--- config.mk ---
export PLATFORM = sky130hd
export DESIGN_NAME = cip_header_gen
export DESIGN_NICKNAME = d
export VERILOG_FILES = /design/src/rtl/cip_pkg.sv /design/src/rtl/cip_ctrl.sv /design/src/rtl/cip_datapath.sv /design/src/rtl/cip_header_gen.sv
export SDC_FILE = /design/constraint.sdc
export NUM_CORES = 1
export LEC_CHECK = 0
export BUFFER_PORTS_ARGS = -buffer_cell sky130_fd_sc_hd__buf_2
export CORE_ASPECT_RATIO = 2
export CORE_UTILIZATION = 40
export CTS_CLUSTER_DIAMETER = 120
export DETAILED_ROUTE_END_ITERATION = 8
export PLACE_DENSITY = 0.58
export SYNTH_ARGS = -nofsm -noshare
export SYNTH_HDL_FRONTEND = slang
export SYNTH_SLANG_ARGS = --single-unit
--- constraint.sdc ---
create_clock -name clk -period 47.7 [get_ports clk]
set_input_delay 9.54 -clock clk [delete_from_list [all_inputs] [get_ports clk]]
set_output_delay 9.54 -clock clk [all_outputs]
set_load 0.005 [all_outputs]
--- src/rtl/cip_pkg.sv ---
package cip_pkg;

  typedef struct packed {
    logic load;       // restart timing state
    logic accept;     // request taken this cycle
    logic applyCorr;  // fold correction into offset
  } cip_strobe_t;

  typedef struct packed {
    logic [17:0] rateHz;
    logic [5:0]  interval;
    logic [12:0] tickInt;
    logic [17:0] tickRem;
  } rate_info_t;

  // tick step = 24576000 * interval / rate, split into integer and remainder
  function automatic rate_info_t rateInfo(input logic [2:0] code);
    rate_info_t r;
    case (code)
      3'd1:    r = '{rateHz: 18'd44100,  interval: 6'd8,  tickInt: 13'd4458, tickRem: 18'd10200};
      3'd2:    r = '{rateHz: 18'd48000,  interval: 6'd8,  tickInt: 13'd4096, tickRem: 18'd0};
      3'd3:    r = '{rateHz: 18'd88200,  interval: 6'd16, tickInt: 13'd4458, tickRem: 18'd20400};
      3'd4:    r = '{rateHz: 18'd96000,  interval: 6'd16, tickInt: 13'd4096, tickRem: 18'd0};
      3'd5:    r = '{rateHz: 18'd176400, interval: 6'd32, tickInt: 13'd4458, tickRem: 18'd40800};
      3'd6:    r = '{rateHz: 18'd192000, interval: 6'd32, tickInt: 13'd4096, tickRem: 18'd0};
      default: r = '{rateHz: 18'd32000,  interval: 6'd8,  tickInt: 13'd6144, tickRem: 18'd0};
    endcase
    return r;
  endfunction

endpackage

--- src/rtl/cip_ctrl.sv ---
module cip_ctrl
  import cip_pkg::*;
(
  input  logic        clk,
  input  logic        rst_n,
  input  logic        cfgLoad,
  input  logic        reqValid,
  input  logic        corrValid,
  output logic        reqReady,
  output cip_strobe_t strobe,
  output logic        hdrValid
);

  // a restart cycle owns the timing state, so nothing else is taken then
  always_comb begin
    reqReady         = !cfgLoad;
    strobe.load      = cfgLoad;
    strobe.accept    = reqValid && !cfgLoad;
    strobe.applyCorr = corrValid && !cfgLoad;
  end

  always_ff @(posedge clk) begin
    if (!rst_n) hdrValid <= 1'b0;
    else        hdrValid <= strobe.accept;
  end

endmodule

--- src/rtl/cip_datapath.sv ---
module cip_datapath
  import cip_pkg::*;
#(
  parameter int DBC_W    = 8,
  parameter int CYC_W    = 4,
  parameter int OFF_W    = 12,
  parameter int CORR_W   = 12,
  parameter int TPC      = 3072,
  parameter int DELAY    = 9000,
  parameter int NODE_W   = 16
)(
  input  logic              clk,
  input  logic              rst_n,
  input  cip_strobe_t       strobe,
  input  logic [NODE_W-1:0] nodeId,
  input  logic [7:0]        dimension,
  input  logic [2:0]        rateCode,
  input  logic [DBC_W-1:0]  reqEvents,
  input  logic [CORR_W-1:0] corrTicks,
  output logic [31:0]       hdrQ0,
  output logic [31:0]       hdrQ1,
  output logic              tsPresent,
  output logic [DBC_W-1:0]  dbcOut
);

  localparam int SUM_W     = OFF_W + 3;
  localparam int MAX_CARRY = ((TPC - 1) + 8192 + (1 << CORR_W)) / TPC + 1;
  localparam logic [CYC_W-1:0] CYC_INIT = CYC_W'(DELAY / TPC);
  localparam logic [OFF_W-1:0] OFF_INIT = OFF_W'(DELAY % TPC);
  localparam logic [SUM_W-1:0] TPC_S    = SUM_W'(TPC);

  logic [DBC_W-1:0] dbcReg;
  logic [CYC_W-1:0] cycReg;
  logic [OFF_W-1:0] offReg;
  logic [17:0]      remReg;

  rate_info_t       info;
  logic [DBC_W-1:0] ivl, tsIdx;
  logic             tsHit;
  logic [15:0]      sytVal;
  logic [18:0]      remSum;
  logic             remWrap;
  logic [17:0]      remNext;
  logic [SUM_W-1:0] offSum, offRed;
  logic [CYC_W-1:0] carryCnt;
  logic             stepTs, touchOff;

  always_comb begin
    info    = rateInfo(rateCode);
    ivl     = DBC_W'(info.interval);
    tsIdx   = (ivl - dbcReg) & (ivl - DBC_W'(1));
    tsHit   = tsIdx < reqEvents;
    sytVal  = tsHit ? {cycReg, offReg} : 16'hFFFF;
    stepTs  = strobe.accept && tsHit;

    remSum  = {1'b0, remReg} + {1'b0, info.tickRem};
    remWrap = remSum >= {1'b0, info.rateHz};
    remNext = remWrap ? 18'(remSum - {1'b0, info.rateHz}) : remSum[17:0];

    offSum = SUM_W'(offReg);
    if (stepTs)           offSum = offSum + SUM_W'(info.tickInt) + SUM_W'(remWrap);
    if (strobe.applyCorr) offSum = offSum + SUM_W'(corrTicks);
    touchOff = stepTs || strobe.applyCorr;

    offRed   = offSum;
    carryCnt = '0;
    for (int k = 0; k < MAX_CARRY; k++) begin
      if (offRed >= TPC_S) begin
        offRed   = offRed - TPC_S;
        carryCnt = carryCnt + CYC_W'(1);
      end
    end
  end

  // timing state
  always_ff @(posedge clk) begin
    if (!rst_n || strobe.load) begin
      dbcReg <= '0;
      cycReg <= CYC_INIT;
      offReg <= OFF_INIT;
      remReg <= '0;
    end else begin
      if (strobe.accept) dbcReg <= dbcReg + reqEvents;
      if (stepTs)        remReg <= remNext;
      if (touchOff) begin
        cycReg <= cycReg + carryCnt;
        offReg <= offRed[OFF_W-1:0];
      end
    end
  end

  // header registers
  always_ff @(posedge clk) begin
    if (!rst_n) begin
      hdrQ0     <= '0;
      hdrQ1     <= '0;
      tsPresent <= 1'b0;
      dbcOut    <= '0;
    end else if (strobe.accept) begin
      hdrQ0     <= {2'b00, nodeId[5:0], dimension, 8'h00, dbcReg};
      hdrQ1     <= {2'b10, 6'h10, 5'b00000, rateCode, sytVal};
      tsPresent <= tsHit;
      dbcOut    <= dbcReg + reqEvents;
    end
  end

endmodule

--- src/rtl/cip_header_gen.sv ---
module cip_header_gen
  import cip_pkg::*;
#(
  parameter int DBC_W  = 8,
  parameter int CORR_W = 12,
  parameter int NODE_W = 16
)(
  input  logic              clk,
  input  logic              rst_n,
  input  logic              cfgLoad,
  input  logic [NODE_W-1:0] nodeId,
  input  logic [7:0]        dimension,
  input  logic [2:0]        rateCode,
  input  logic              reqValid,
  output logic              reqReady,
  input  logic [DBC_W-1:0]  reqEvents,
  input  logic              corrValid,
  input  logic [CORR_W-1:0] corrTicks,
  output logic              hdrValid,
  output logic [31:0]       hdrQ0,
  output logic [31:0]       hdrQ1,
  output logic              tsPresent,
  output logic [DBC_W-1:0]  dbcOut
);

  cip_strobe_t strobe;

  cip_ctrl u_ctrl (
    .clk       (clk),
    .rst_n     (rst_n),
    .cfgLoad   (cfgLoad),
    .reqValid  (reqValid),
    .corrValid (corrValid),
    .reqReady  (reqReady),
    .strobe    (strobe),
    .hdrValid  (hdrValid)
  );

  cip_datapath #(
    .DBC_W  (DBC_W),
    .CORR_W (CORR_W),
    .NODE_W (NODE_W)
  ) u_dp (
    .clk       (clk),
    .rst_n     (rst_n),
    .strobe    (strobe),
    .nodeId    (nodeId),
    .dimension (dimension),
    .rateCode  (rateCode),
    .reqEvents (reqEvents),
    .corrTicks (corrTicks),
    .hdrQ0     (hdrQ0),
    .hdrQ1     (hdrQ1),
    .tsPresent (tsPresent),
    .dbcOut    (dbcOut)
  );

endmodule

; Word level (Yosys, flattened, before mapping)
; Index checks and enable logic that the tools add are counted.
[classes]
n_reduce_logical = 7
bitwise = 1
n_addsub = 18
eq_ne = 6
n_lt_le_gt_ge = 7
n_mux = 15
[op_table]
columns = cell, count
row1 = case mux 55 bit (6 select lines), 1
row2 = 2-to-1 mux 15 bit, 6
row3 = "greater-or-equal comparator 15 x 12 -> 1 bit, second input constant", 5
row4 = "subtractor 15 x 12 -> 15 bit, second input constant", 4
row5 = adder 18 x 18 -> 19 bit, 1
row6 = greater-or-equal comparator 19 x 18 -> 1 bit, 1
row7 = 2-to-1 mux 18 bit, 1
row8 = subtractor 18 bit, 1
row9 = 2-to-1 mux 16 bit, 1
row10 = 2-to-1 mux 4 bit, 4
row11 = adder 15 x 1 -> 15 bit, 1
row12 = adder 15 x 12 -> 15 bit, 1
row13 = adder 12 x 13 -> 14 bit, 1
row14 = "adder 4 x 1 -> 4 bit, second input constant", 3
row15 = 2-to-1 mux 12 bit, 1
row16 = "subtractor 12 bit, second input constant", 1
row17 = "equality test 3 bit, second input constant", 3
row18 = adder 8 bit, 1
row19 = bitwise AND 8 bit, 1
row20 = less-than comparator 8 bit, 1
row21 = subtractor 6 x 8 -> 8 bit, 1
row22 = "subtractor 6 x 1 -> 7 bit, second input constant", 1
row23 = "equality test 3 x 2 -> 1 bit, second input constant", 2
row24 = adder 4 bit, 1
row25 = 6 further kinds, 10
[totals]
register_bits = 94
inputBits = 52
output_inout_bits = 75

; Logic depth before layout (Yosys ltp)
; Gate-level depths: netlist (run 1).
[depth]
word_depth = 20
ltp_mapped = 81
mapped_depth_nobuf = 79

; Modules after synthesis
; From an unflattened synthesis (run 1), not the netlist that was laid out.
[hier_totals]
cells_unflattened = 1021
hier_area_um2 = 8242.9
[modules_own_cells]
columns = module, instances, cells_each, seq_area_each_um2, area_each_um2
row1 = cip_datapath, 1, 1015, 1821.7, 8190.4
row2 = cip_ctrl, 1, 6, 20.0, 52.6

; Least setup slack after synthesis (run 1)
; OpenSTA, ideal clock, no wires.
[synth_path]
path_type = input to register
start = in rateCode[1]
end = reg u_dp.cycReg[3]
n_path_buf = 1
stages = 76
setup_slack_ns = 23.920
required_ns = 47.561
t_arrival_ns = 23.641
path_cell_list = clkbuf_1 > inv_1 > nand2_1 > inv_1 > nand2_1 > inv_1 > ha_1 > ha_1 > o21a_1 > o21ai_0 > nand2b_1 > maj3_1 > a21oi_1 > nor2b_1 > o21ai_0 > a21boi_0 > o21ai_0 > a21oi_1 > (+40 left out) > ha_1 > nand2_1 > nand3b_1 > nor2_4 > mux2_4 > ha_1 > a22oi_1 > o31ai_1 > nor2_2 > o21ai_2 > mux2_2 > ha_1 > a21o_1 > a21oi_1 > or4_1 > a21boi_1 > nor4_1 > o221ai_1
[synth_via]
elab_chain_cells = 20
[synth_rtl]
columns = element, line
row1 = start: declaration, cip_header_gen.sv:13  ; input logic [2:0] rateCode,
row2 = "equality test 3 bit, or another cell as far along", cip_pkg.sv:19  ; case (code)
row3 = case mux 55 bit (6 select lines) *, cip_pkg.sv:19
row4 = "parallel branches: the longest is 18 deep, another holds adder 18 x 18 -> 19 bit", -
row5 = end signal: assignment, cip_datapath.sv:86  ; cycReg <= cycReg + carryCnt;
row6 = end: declaration, cip_datapath.sv:33  ; logic [CYC_W-1:0] cycReg;
; Every way passes the cells marked *.
; A chain may end at the register's enable or synchronous reset.

; Worst setup path after layout (run 1)
; Ends and elaborated chain as after synthesis.

==> results.sh, run 1 <==
export IMPL_core_um2=21590
export IMPL_cts_buffer_depth=2
export IMPL_pre_cts_slack_ps=21250
export IMPL_min_path_type="reg -> reg"
export IMPL_whs_ps=463.7
export IMPL_holdPathEnd="u_dp.hdrQ0[24]"
export IMPL_end_kind="register"
export IMPL_ctsResizeCount=0
export IMPL_layout_cells_non_filler=1463
export IMPL_vias=8329
export IMPL_dp_cells=1447
export IMPL_synth_cells=1117
export IMPL_insertedDiodeCount=0
export IMPL_hold_viol_final=0
export IMPL_peakVddDrop_v=0.00004905
export IMPL_fin_ws_ps=21560
export IMPL_finClkSkew_ps=6.521
export IMPL_worstSetupPathType="in -> reg"
export IMPL_async_reset_ff_share_pct=0
export IMPL_yosysTopAreaCell="dfxtp_1"
export IMPL_cts_buffers=9
export IMPL_io_pins=127
export IMPL_maxSlewViolCount=0
export IMPL_crit_slowest_cell="a2111oi_0"
export IMPL_ff2ff_path_depth=70
export IMPL_die_area_um2=22660
export IMPL_ys_seq_area_share_pct=20.90
export IMPL_grt_max_degree=56
export IMPL_cts_tree="done"
export IMPL_cts_root_buf="clkbuf_16"
export IMPL_grt_pass1_vias=8178
export IMPL_syn_area_um2=8812
export IMPL_ys_ff_latch=92
export IMPL_clock_latency_ps=360
export IMPL_htreeDepth=3
export IMPL_drive_gt1_share_pct=17.31
export IMPL_finalSetupTns_ps=0
export IMPL_gr_usage_all_layers_pct=23.17
export IMPL_post_cts_buffers=0
export IMPL_numClockSinks=92
export IMPL_period_share_pct=54.80
export IMPL_clkTransAtPathRegs_ps=70
export IMPL_slew_headroom_pct=41.48
export IMPL_rows=76
export IMPL_worstMarginPinSlew_ps=877.8
export IMPL_worstHoldStart="u_dp.hdrQ0[24]"
export IMPL_wl_per_cell_um=17.48
export IMPL_rsz0062_at_grt="no"
export IMPL_drcViolationCount=0
export IMPL_ant_nets=0
export IMPL_final_common_cell="nand2_1"
export IMPL_crit_path_start_kind="primary input"
export IMPL_r2r_slack_ps=31150
export IMPL_finalSetupViolCount=0
export IMPL_dr_first_iter_drc_count=260
export IMPL_crit_top_cell="ha_1"
export IMPL_avgSynthCellArea_um2=7.889
export IMPL_place_congestion=0.9102
export IMPL_syn2layout_area_growth_pct=9.442
export IMPL_arrival_ps=26360
export IMPL_routed_via_density=5.693
export IMPL_crit_fanout=9
export IMPL_layout_common_cells="nand2_1 (148), buf_2 (95), dfxtp_1 (92)"
export IMPL_min_period_ps=26140
export IMPL_r2r_end="u_dp.cycReg[3]"
export IMPL_layout_nets=1325
export IMPL_grt_pass1_wl_um=40810
export IMPL_yosysWarnings=0
export IMPL_yosys_most_used_dff="dfxtp_1"
export IMPL_yosys_area_top_type_share_pct=20.90
export IMPL_hold_buffers=0
export IMPL_first_pass_iters=4
export IMPL_leakage_uw=0.004282
export IMPL_synth_cell_type_count=108
export IMPL_holdPathStages=2
export IMPL_dp_hpwl_um=20110
export IMPL_die_x_um=107.0
export IMPL_status="complete, no violations"
export IMPL_synth_edf_count=0
export IMPL_r2r_start="u_dp.remReg[4]"
export IMPL_power_density_nw_per_um2=55.80
export IMPL_port_buffers=95
export IMPL_antenna_found_initial=0
export IMPL_gr_total_overflow=0
export IMPL_die_h_um=211.9
export IMPL_start_util_pct=40.82
export IMPL_cp_required_ps=47920
export IMPL_cpPeakStageDelay_ps=650
export IMPL_cap_viol_max_count=0
export IMPL_fmax_mhz=38.26
export IMPL_finalWirelength_um=25570
export IMPL_yosys_top_cells_area="dfxtp_1 (21%), ha_1 (12%), nand2_1 (6.3%)"
logic make-up (layout without fill, tap and decap cells):
family	after synthesis	in the layout	synth area share, %
AO/OA/AOI/OAI	332	332	27.99
XOR/XNOR	62	62	6.631
adder cells (fa/ha/maj)	91	91	13.18
buffers and inverters	126	177	7.412
flip-flops	92	92	20.90
multiplexers	14	14	1.732
other	1	23	0.04255
AND/OR/NAND/NOR	399	399	22.12
state kept, by name, indices dropped and copies added, names as in the netlist:
signal and count:
u_dp.offReg 12, u_dp.tsPresent 1, u_dp.remReg 16, u_dp.dbcOut 8, u_ctrl.hdrValid 1, u_dp.cycReg 4
u_dp.dbcReg 8, u_dp.hdrQ1 20, u_dp.hdrQ0 22
synth_stat cells (all sizes together) (23+ instances only):
library cell  count
nand2           151
dfxtp            92
ha               84
nor2             81
a21oi            73
inv              59
o21ai            47
a21boi           40
xnor2            40
nand3            35
clkbuf           34
buf              32
nor3             23
metal layers:
layer  vias up  global-route usage [%]  part of all wire [%]
met5         -                       0                     0
met4         0                   13.27                   5.2
met3        60                   2.309                   2.1
met2       148                   47.47                    58
met1      3973                   21.19                    35
li1       4148                       -                     -
worst max-delay path by stage:
stage / start / endpoint / slack, ps / cells past startpoint
after detailed placement: rateCode[1] / u_dp.cycReg[3] / 21250 / 76
after global routing: rateCode[1] / u_dp.cycReg[3] / 20090 / 75
after CTS: rateCode[1] / u_dp.cycReg[3] / 21600 / 76
after floorplan: rateCode[1] / u_dp.cycReg[3] / 23920 / 76
final: rateCode[1] / u_dp.cycReg[3] / 21560 / 76
after global placement: rateCode[1] / u_dp.cycReg[3] / 21330 / 76
critical path: cells and delay by family:
kind | cells | cell delay [ps]
AO/OA/AOI/OAI | 27 | 5670
multiplexers | 4 | 1450
XOR/XNOR | 1 | 110
AND/OR/NAND/NOR | 25 | 5260
buffers and inverters | 7 | 980
adder cells (fa/ha/maj) | 12 | 3320
power by group:
| part | leakage [µW] | internal [µW] | total [µW] | switching [µW] |
|---|---|---|---|---|
| Sequential | 0.000751 | 81.5 | 86.4 | 4.91 |
| Clock | 0.000138 | 37.7 | 72.4 | 34.7 |
| Combinational | 0.00339 | 157 | 379 | 222 |
| Total | 0.00428 | 276 | 538 | 262 |
metrics by stage:
step	total power, µW	cell area [µm²]	utilization (%)
detailed placement	463.4	9348	43.31
CTS	539.4	9644	44.68
finish	538.1	9644	44.68
floorplan	388.5	8895	-
global route	583.1	9644	44.68
global placement	458.7	9348	43.31
layout make-up:
class | instances | area (µm²)
Tap cell | 273 | 341.6
Sequential cell | 92 | 1842
Timing Repair Buffer | 102 | 528.0
Fill cell | 2239 | 11940
Inverter | 59 | 221.5
Clock buffer | 10 | 239.0
Multi-Input combinational cell | 921 | 6415
Clock inverter | 6 | 57.56
Note: power is estimated with default switching activity, not from simulation.
==> run 2: changes to the inputs <==
- PLACE_DENSITY: 0.58 -> 0.6
- clock period: 47.7 -> 24 ns (I/O delays scaled with it)
==> run 2 against run 1 <==
- clock power grew 120%
- highest routed layer unchanged
- critical path type unchanged
- clock skew grew 3.2 ps
- final cell count is the same
- setup slack lost 19000 ps
- sequential share of layout area shrank 0.052 points
==> results.sh, run 2 (synthesis results as in run 1) <==
export IMPL_period_share_pct=88.99
export IMPL_crit_path_start_kind="primary input"
export IMPL_start_util_pct=40.82
export IMPL_io_pins=127
export IMPL_final_common_cell="nand2_1"
export IMPL_largest_reg_flops=22
export IMPL_status="complete, no violations"
export IMPL_finalSetupTns_ps=0
export IMPL_cts_buffers=9
export IMPL_clockPowerShare_pct=15.0
export IMPL_maxSlewViolCount=0
export IMPL_grt_pass1_wl_um=40210
export IMPL_dp_hpwl_um=20140
export IMPL_fmax_mhz=46.82
export IMPL_gr_total_overflow=0
export IMPL_numClockSinks=92
export IMPL_end_kind="register"
export IMPL_htreeDepth=3
export IMPL_grt_max_degree=56
export IMPL_clock_latency_ps=370
export IMPL_min_path_type="reg -> reg"
export IMPL_rows=76
export IMPL_worstSetupPathType="in -> reg"
export IMPL_hold_viol_final=0
export IMPL_clkTransAtPathRegs_ps=70
export IMPL_die_x_um=107.0
export IMPL_slew_headroom_pct=42.14
export IMPL_switchingPower_uw=509.1
export IMPL_first_pass_iters=5
export IMPL_reg_top3="u_dp.hdrQ0: 22 flops, u_dp.hdrQ1: 20 flops, u_dp.remReg: 16 flops"
export IMPL_layout_common_cells="nand2_1 (148), buf_2 (95), dfxtp_1 (92)"
export IMPL_post_cts_buffers=0
export IMPL_rsz0062_at_grt="no"
export IMPL_die_area_um2=22660
export IMPL_cts_tree="done"
export IMPL_cap_viol_max_count=0
export IMPL_ant_nets=0
export IMPL_dr_first_iter_drc_count=265
export IMPL_sw_frac_of_total_pct=47.43
export IMPL_top_register="u_dp.hdrQ0"
export IMPL_seq_power_share_pct=16.0
export IMPL_gr_usage_all_layers_pct=22.97
export IMPL_drive_gt1_share_pct=17.23
export IMPL_ff2ff_path_depth=70
export IMPL_layout_nets=1325
export IMPL_cpPeakStageDelay_ps=590
export IMPL_crit_slowest_cell="a2111oi_0"
export IMPL_die_h_um=211.9
export IMPL_peakVddDrop_v=0.0001231
export IMPL_grt_pass1_vias=8255
export IMPL_grt_busiest_layer="met2"
export IMPL_arrival_ps=21590
export IMPL_finalWirelength_um=25460
export IMPL_insertedDiodeCount=0
export IMPL_cp_required_ps=24230
export IMPL_fillerInstances=2240
export IMPL_layout_cells_non_filler=1463
export IMPL_power_density_nw_per_um2=111.0
export IMPL_intPower_uw=564.2
export IMPL_hold_buffers=0
export IMPL_met1_usage_pct=20.40
export IMPL_met2_usage_pct=45.09
export IMPL_dp_cells=1447
export IMPL_syn2layout_area_growth_pct=9.740
export IMPL_vias=8353
export IMPL_antenna_found_initial=0
export IMPL_finalSetupViolCount=0
export IMPL_met3_usage_pct=2.956
export IMPL_worstMarginPinSlew_ps=867.1
export IMPL_routed_via_density=5.710
export IMPL_cts_root_buf="clkbuf_16"
export IMPL_core_um2=21590
export IMPL_drcViolationCount=0
export IMPL_crit_fanout=10
export IMPL_wl_per_cell_um=17.40
export IMPL_leakage_uw=0.004303
export IMPL_pwr_share_comb_pct=69.0
export IMPL_crit_top_cell="ha_1"
export IMPL_cts_buffer_depth=2
export IMPL_min_period_ps=21360
export IMPL_port_buffers=95
export IMPL_holdPathStages=2
export IMPL_ctsResizeCount=0
export IMPL_finClkSkew_ps=9.676
export IMPL_place_congestion=0.8996
## run 2: cell type report
type | instances | area (µm²) | area share, %
multi-input combinational | 921 | 6415 | 66.33
sequential | 92 | 1842 | 19.05
timing repair buffer | 102 | 528.0 | 5.460
tap | 273 | 341.6 | 3.532
clock buffer | 10 | 229.0 | 2.368
inverter | 59 | 221.5 | 2.290
clock inverter | 6 | 93.84 | 0.9704
## run 2: per-stage QoR
stage | hold WS [ps] | utilization [%] | cell area, µm² | total power (µW) | setup WS [ps]
floorplan | 449.1 | - | 8895 | 772.2 | 4960
global placement | 450.0 | 43.31 | 9348 | 902.7 | 2595
detailed placement | 456.0 | 43.31 | 9348 | 914.1 | 2401
CTS | 465.7 | 44.80 | 9671 | 1080 | 2717
global route | 491.9 | 44.80 | 9671 | 1176 | 1343
finish | 461.8 | 44.80 | 9671 | 1073 | 2643
## run 2: final timing paths
| kind | startpoint | to | slack, ps |
|---|---|---|---|
| worst max-delay path | rateCode[2] | u_dp.cycReg[3] | 2640 |
| worst min register to register | u_dp.hdrQ0[7] | u_dp.hdrQ0[7] | 460 |
| worst min-delay path | u_dp.hdrQ0[7] | u_dp.hdrQ0[7] | 460 |
| worst max register to register | u_dp.remReg[4] | u_dp.cycReg[3] | 7500 |
## run 2: power by group through the flow
stage,Clock [µW],Combinational [µW],Sequential (µW)
CTS,165,743,172
global placement,0,727,176
detailed placement,0,738,176
global route,170,832,173
floorplan,0,601,171
finish,161,741,172
## run 2: per-layer routing
metal  part of all wire [%]  routed length (µm)
met4                    7.6                1943
met1                     33                8526
met3                    3.0                 772
met2                     56               14220
met5                      0                   0
## run 2: worst max-delay path: cells and delay by family
kind / cells / cell delay, ps
AO/OA/AOI/OAI: 27 / 5460
XOR/XNOR: 1 / 120
adder cells (fa/ha/maj): 11 / 3260
buffers and inverters: 5 / 850
multiplexers: 4 / 1420
AND/OR/NAND/NOR: 25 / 5650
==> run 3: changes to the inputs <==
- PLACE_DENSITY: 0.6 -> 0.58
- SETUP_SLACK_MARGIN: unset -> 0.05
- TNS_END_PERCENT: unset -> 50
- clock period: 24 -> 24.5 ns (I/O delays scaled with it)
==> run 3 against run 2 <==
- final area grew 0.12%
- register-to-register slack better by 540 ps
- non-clock buffer count unchanged
- combinational power fell by 1%
- largest cell class unchanged
- critical path depth increased by 3
- critical path type unchanged
- count of clock-buffer cells in the layout down 1
- via count decreased by 1.2%
- setup slack better by 470 ps
- total power fell by 1.3%
- global-route usage decreased by 0.22 points
- sequential cell count unchanged
- utilization is 0.052 points higher
==> results.sh, run 3 (synthesis results as in run 1) <==
export IMPL_peakVddDrop_v=0.00007998
export IMPL_cap_viol_max_count=0
export IMPL_finalSetupTns_ps=0
export IMPL_crit_fanout=9
export IMPL_cts_buffers=9
export IMPL_wl_per_cell_um=17.30
export IMPL_crit_path_start_kind="primary input"
export IMPL_worstSetupPathType="in -> reg"
export IMPL_rows=76
export IMPL_dr_first_iter_drc_count=279
export IMPL_gr_usage_all_layers_pct=22.76
export IMPL_stdcell_area_um2=9682
export IMPL_cp_required_ps=24730
export IMPL_maxSlewViolCount=0
export IMPL_first_pass_iters=5
export IMPL_clkTransAtPathRegs_ps=70
export IMPL_cts_tree="done"
export IMPL_status="complete, no violations"
export IMPL_finClkSkew_ps=8.506
export IMPL_post_cts_buffers=0
export IMPL_cts_buffer_depth=2
export IMPL_drive_gt1_share_pct=17.31
export IMPL_sw_frac_of_total_pct=47.76
export IMPL_clock_latency_ps=370
export IMPL_crit_slowest_cell="a2111oi_0"
export IMPL_port_buffers=95
export IMPL_dp_hpwl_um=20070
export IMPL_core_um2=21590
export IMPL_syn2layout_area_growth_pct=9.868
export IMPL_hold_buffers=0
export IMPL_switchingPower_uw=505.9
export IMPL_seq_power_share_pct=15.9
export IMPL_reg_top3="u_dp.hdrQ0: 22 flops, u_dp.hdrQ1: 20 flops, u_dp.remReg: 16 flops"
export IMPL_startpoint="rateCode[1]"
export IMPL_min_period_ps=21390
export IMPL_gr_total_overflow=0
export IMPL_grt_pass1_wl_um=39860
export IMPL_end_kind="register"
export IMPL_final_common_cell="nand2_1"
export IMPL_finish_utilization_pct=44.85
export IMPL_power_density_nw_per_um2=109.4
export IMPL_largest_reg_flops=22
export IMPL_holdPathEnd="u_dp.hdrQ0[26]"
export IMPL_die_h_um=211.9
export IMPL_insertedDiodeCount=0
export IMPL_vias=8250
export IMPL_worstMarginPinSlew_ps=869.2
export IMPL_antenna_found_initial=0
export IMPL_place_congestion=0.9048
export IMPL_pwr_share_comb_pct=69.0
export IMPL_layout_common_cells="nand2_1 (148), buf_2 (95), dfxtp_1 (92)"
export IMPL_ctsResizeCount=0
export IMPL_routed_via_density=5.639
export IMPL_htreeDepth=3
export IMPL_grt_pass1_vias=7967
export IMPL_finalSetupViolCount=0
export IMPL_finalWirelength_um=25310
export IMPL_hold_viol_final=0
export IMPL_r2r_end="u_dp.cycReg[3]"
export IMPL_rsz0062_at_grt="no"
export IMPL_cpPeakStageDelay_ps=640
export IMPL_die_x_um=107.0
export IMPL_arrival_ps=21620
export IMPL_leakage_uw=0.004299
export IMPL_min_path_type="reg -> reg"
export IMPL_ff2ff_path_depth=70
export IMPL_grt_max_degree=56
export IMPL_io_pins=127
export IMPL_crit_top_cell="ha_1"
export IMPL_period_share_pct=87.30
export IMPL_die_area_um2=22660
export IMPL_postPlaceCellArea_um2=9348
export IMPL_start_util_pct=40.82
export IMPL_top_register="u_dp.hdrQ0"
export IMPL_holdPathStages=2
export IMPL_ant_nets=0
export IMPL_slew_headroom_pct=42.05
export IMPL_layout_nets=1325
export IMPL_r2r_slack_ps=8040
export IMPL_intPower_uw=553.4
export IMPL_cts_root_buf="clkbuf_16"
export IMPL_whs_ps=461.8
export IMPL_drcViolationCount=0
export IMPL_r2r_start="u_dp.remReg[4]"
export IMPL_clockPowerShare_pct=15.1
export IMPL_worstHoldStart="u_dp.hdrQ0[26]"
export IMPL_numClockSinks=92
export IMPL_fmax_mhz=46.76
run 3: cell type report:
type,instances,area (µm²)
Multi-Input combinational cell,921,6415
Timing Repair Buffer,102,528.0
Fill cell,2279,11900
Tap cell,273,341.6
Clock inverter,7,108.9
Clock buffer,9,225.2
Sequential cell,92,1842
Inverter,59,221.5
run 3: worst max path at each step:
| stage | cells after the start | end | slack (ps) |
|---|---|---|---|
| floorplan | 76 | u_dp.cycReg[3] | 5360 |
| global placement | 76 | u_dp.cycReg[3] | 2880 |
| detailed placement | 76 | u_dp.cycReg[3] | 2860 |
| CTS | 76 | u_dp.cycReg[3] | 3180 |
| global route | 73 | u_dp.cycReg[3] | 1560 |
| finish | 76 | u_dp.cycReg[3] | 3110 |
run 3: critical path: cells and delay by family:
family	cells	cell delay (ps)
compound gates	27	5660
simple gates	25	5230
fa+ha+maj	12	3330
mux	4	1440
buf+inv	7	960
xor+xnor	1	120
run 3: metal layers:
metal  up-vias  wire length (µm)  track usage [%]
met1      3877              8858            20.75
met5         -                 0                0
met3        56               613            2.432
met4         0              1333            13.32
met2       149             14500            46.45
li1       4168                 -                -
run 3: power groups by stage:
stage | Clock (µW) | Sequential, µW | Combinational (µW)
after floorplan | 0 | 168 | 588
after global placement | 0 | 172 | 719
after detailed placement | 0 | 172 | 728
after CTS | 164 | 168 | 733
after global routing | 169 | 170 | 817
final | 160 | 168 | 731
run 3: metrics by stage:
stage	std cells	power (µW)	worst slack (ps)
3_3_place_gp	1447	891.0	2877
5_1_grt	1463	1155	1562
4_1_cts	1463	1065	3182
2_1_floorplan	1139	756.4	5360
3_5_place_dp	1447	899.3	2859
6_report	1463	1059	3112
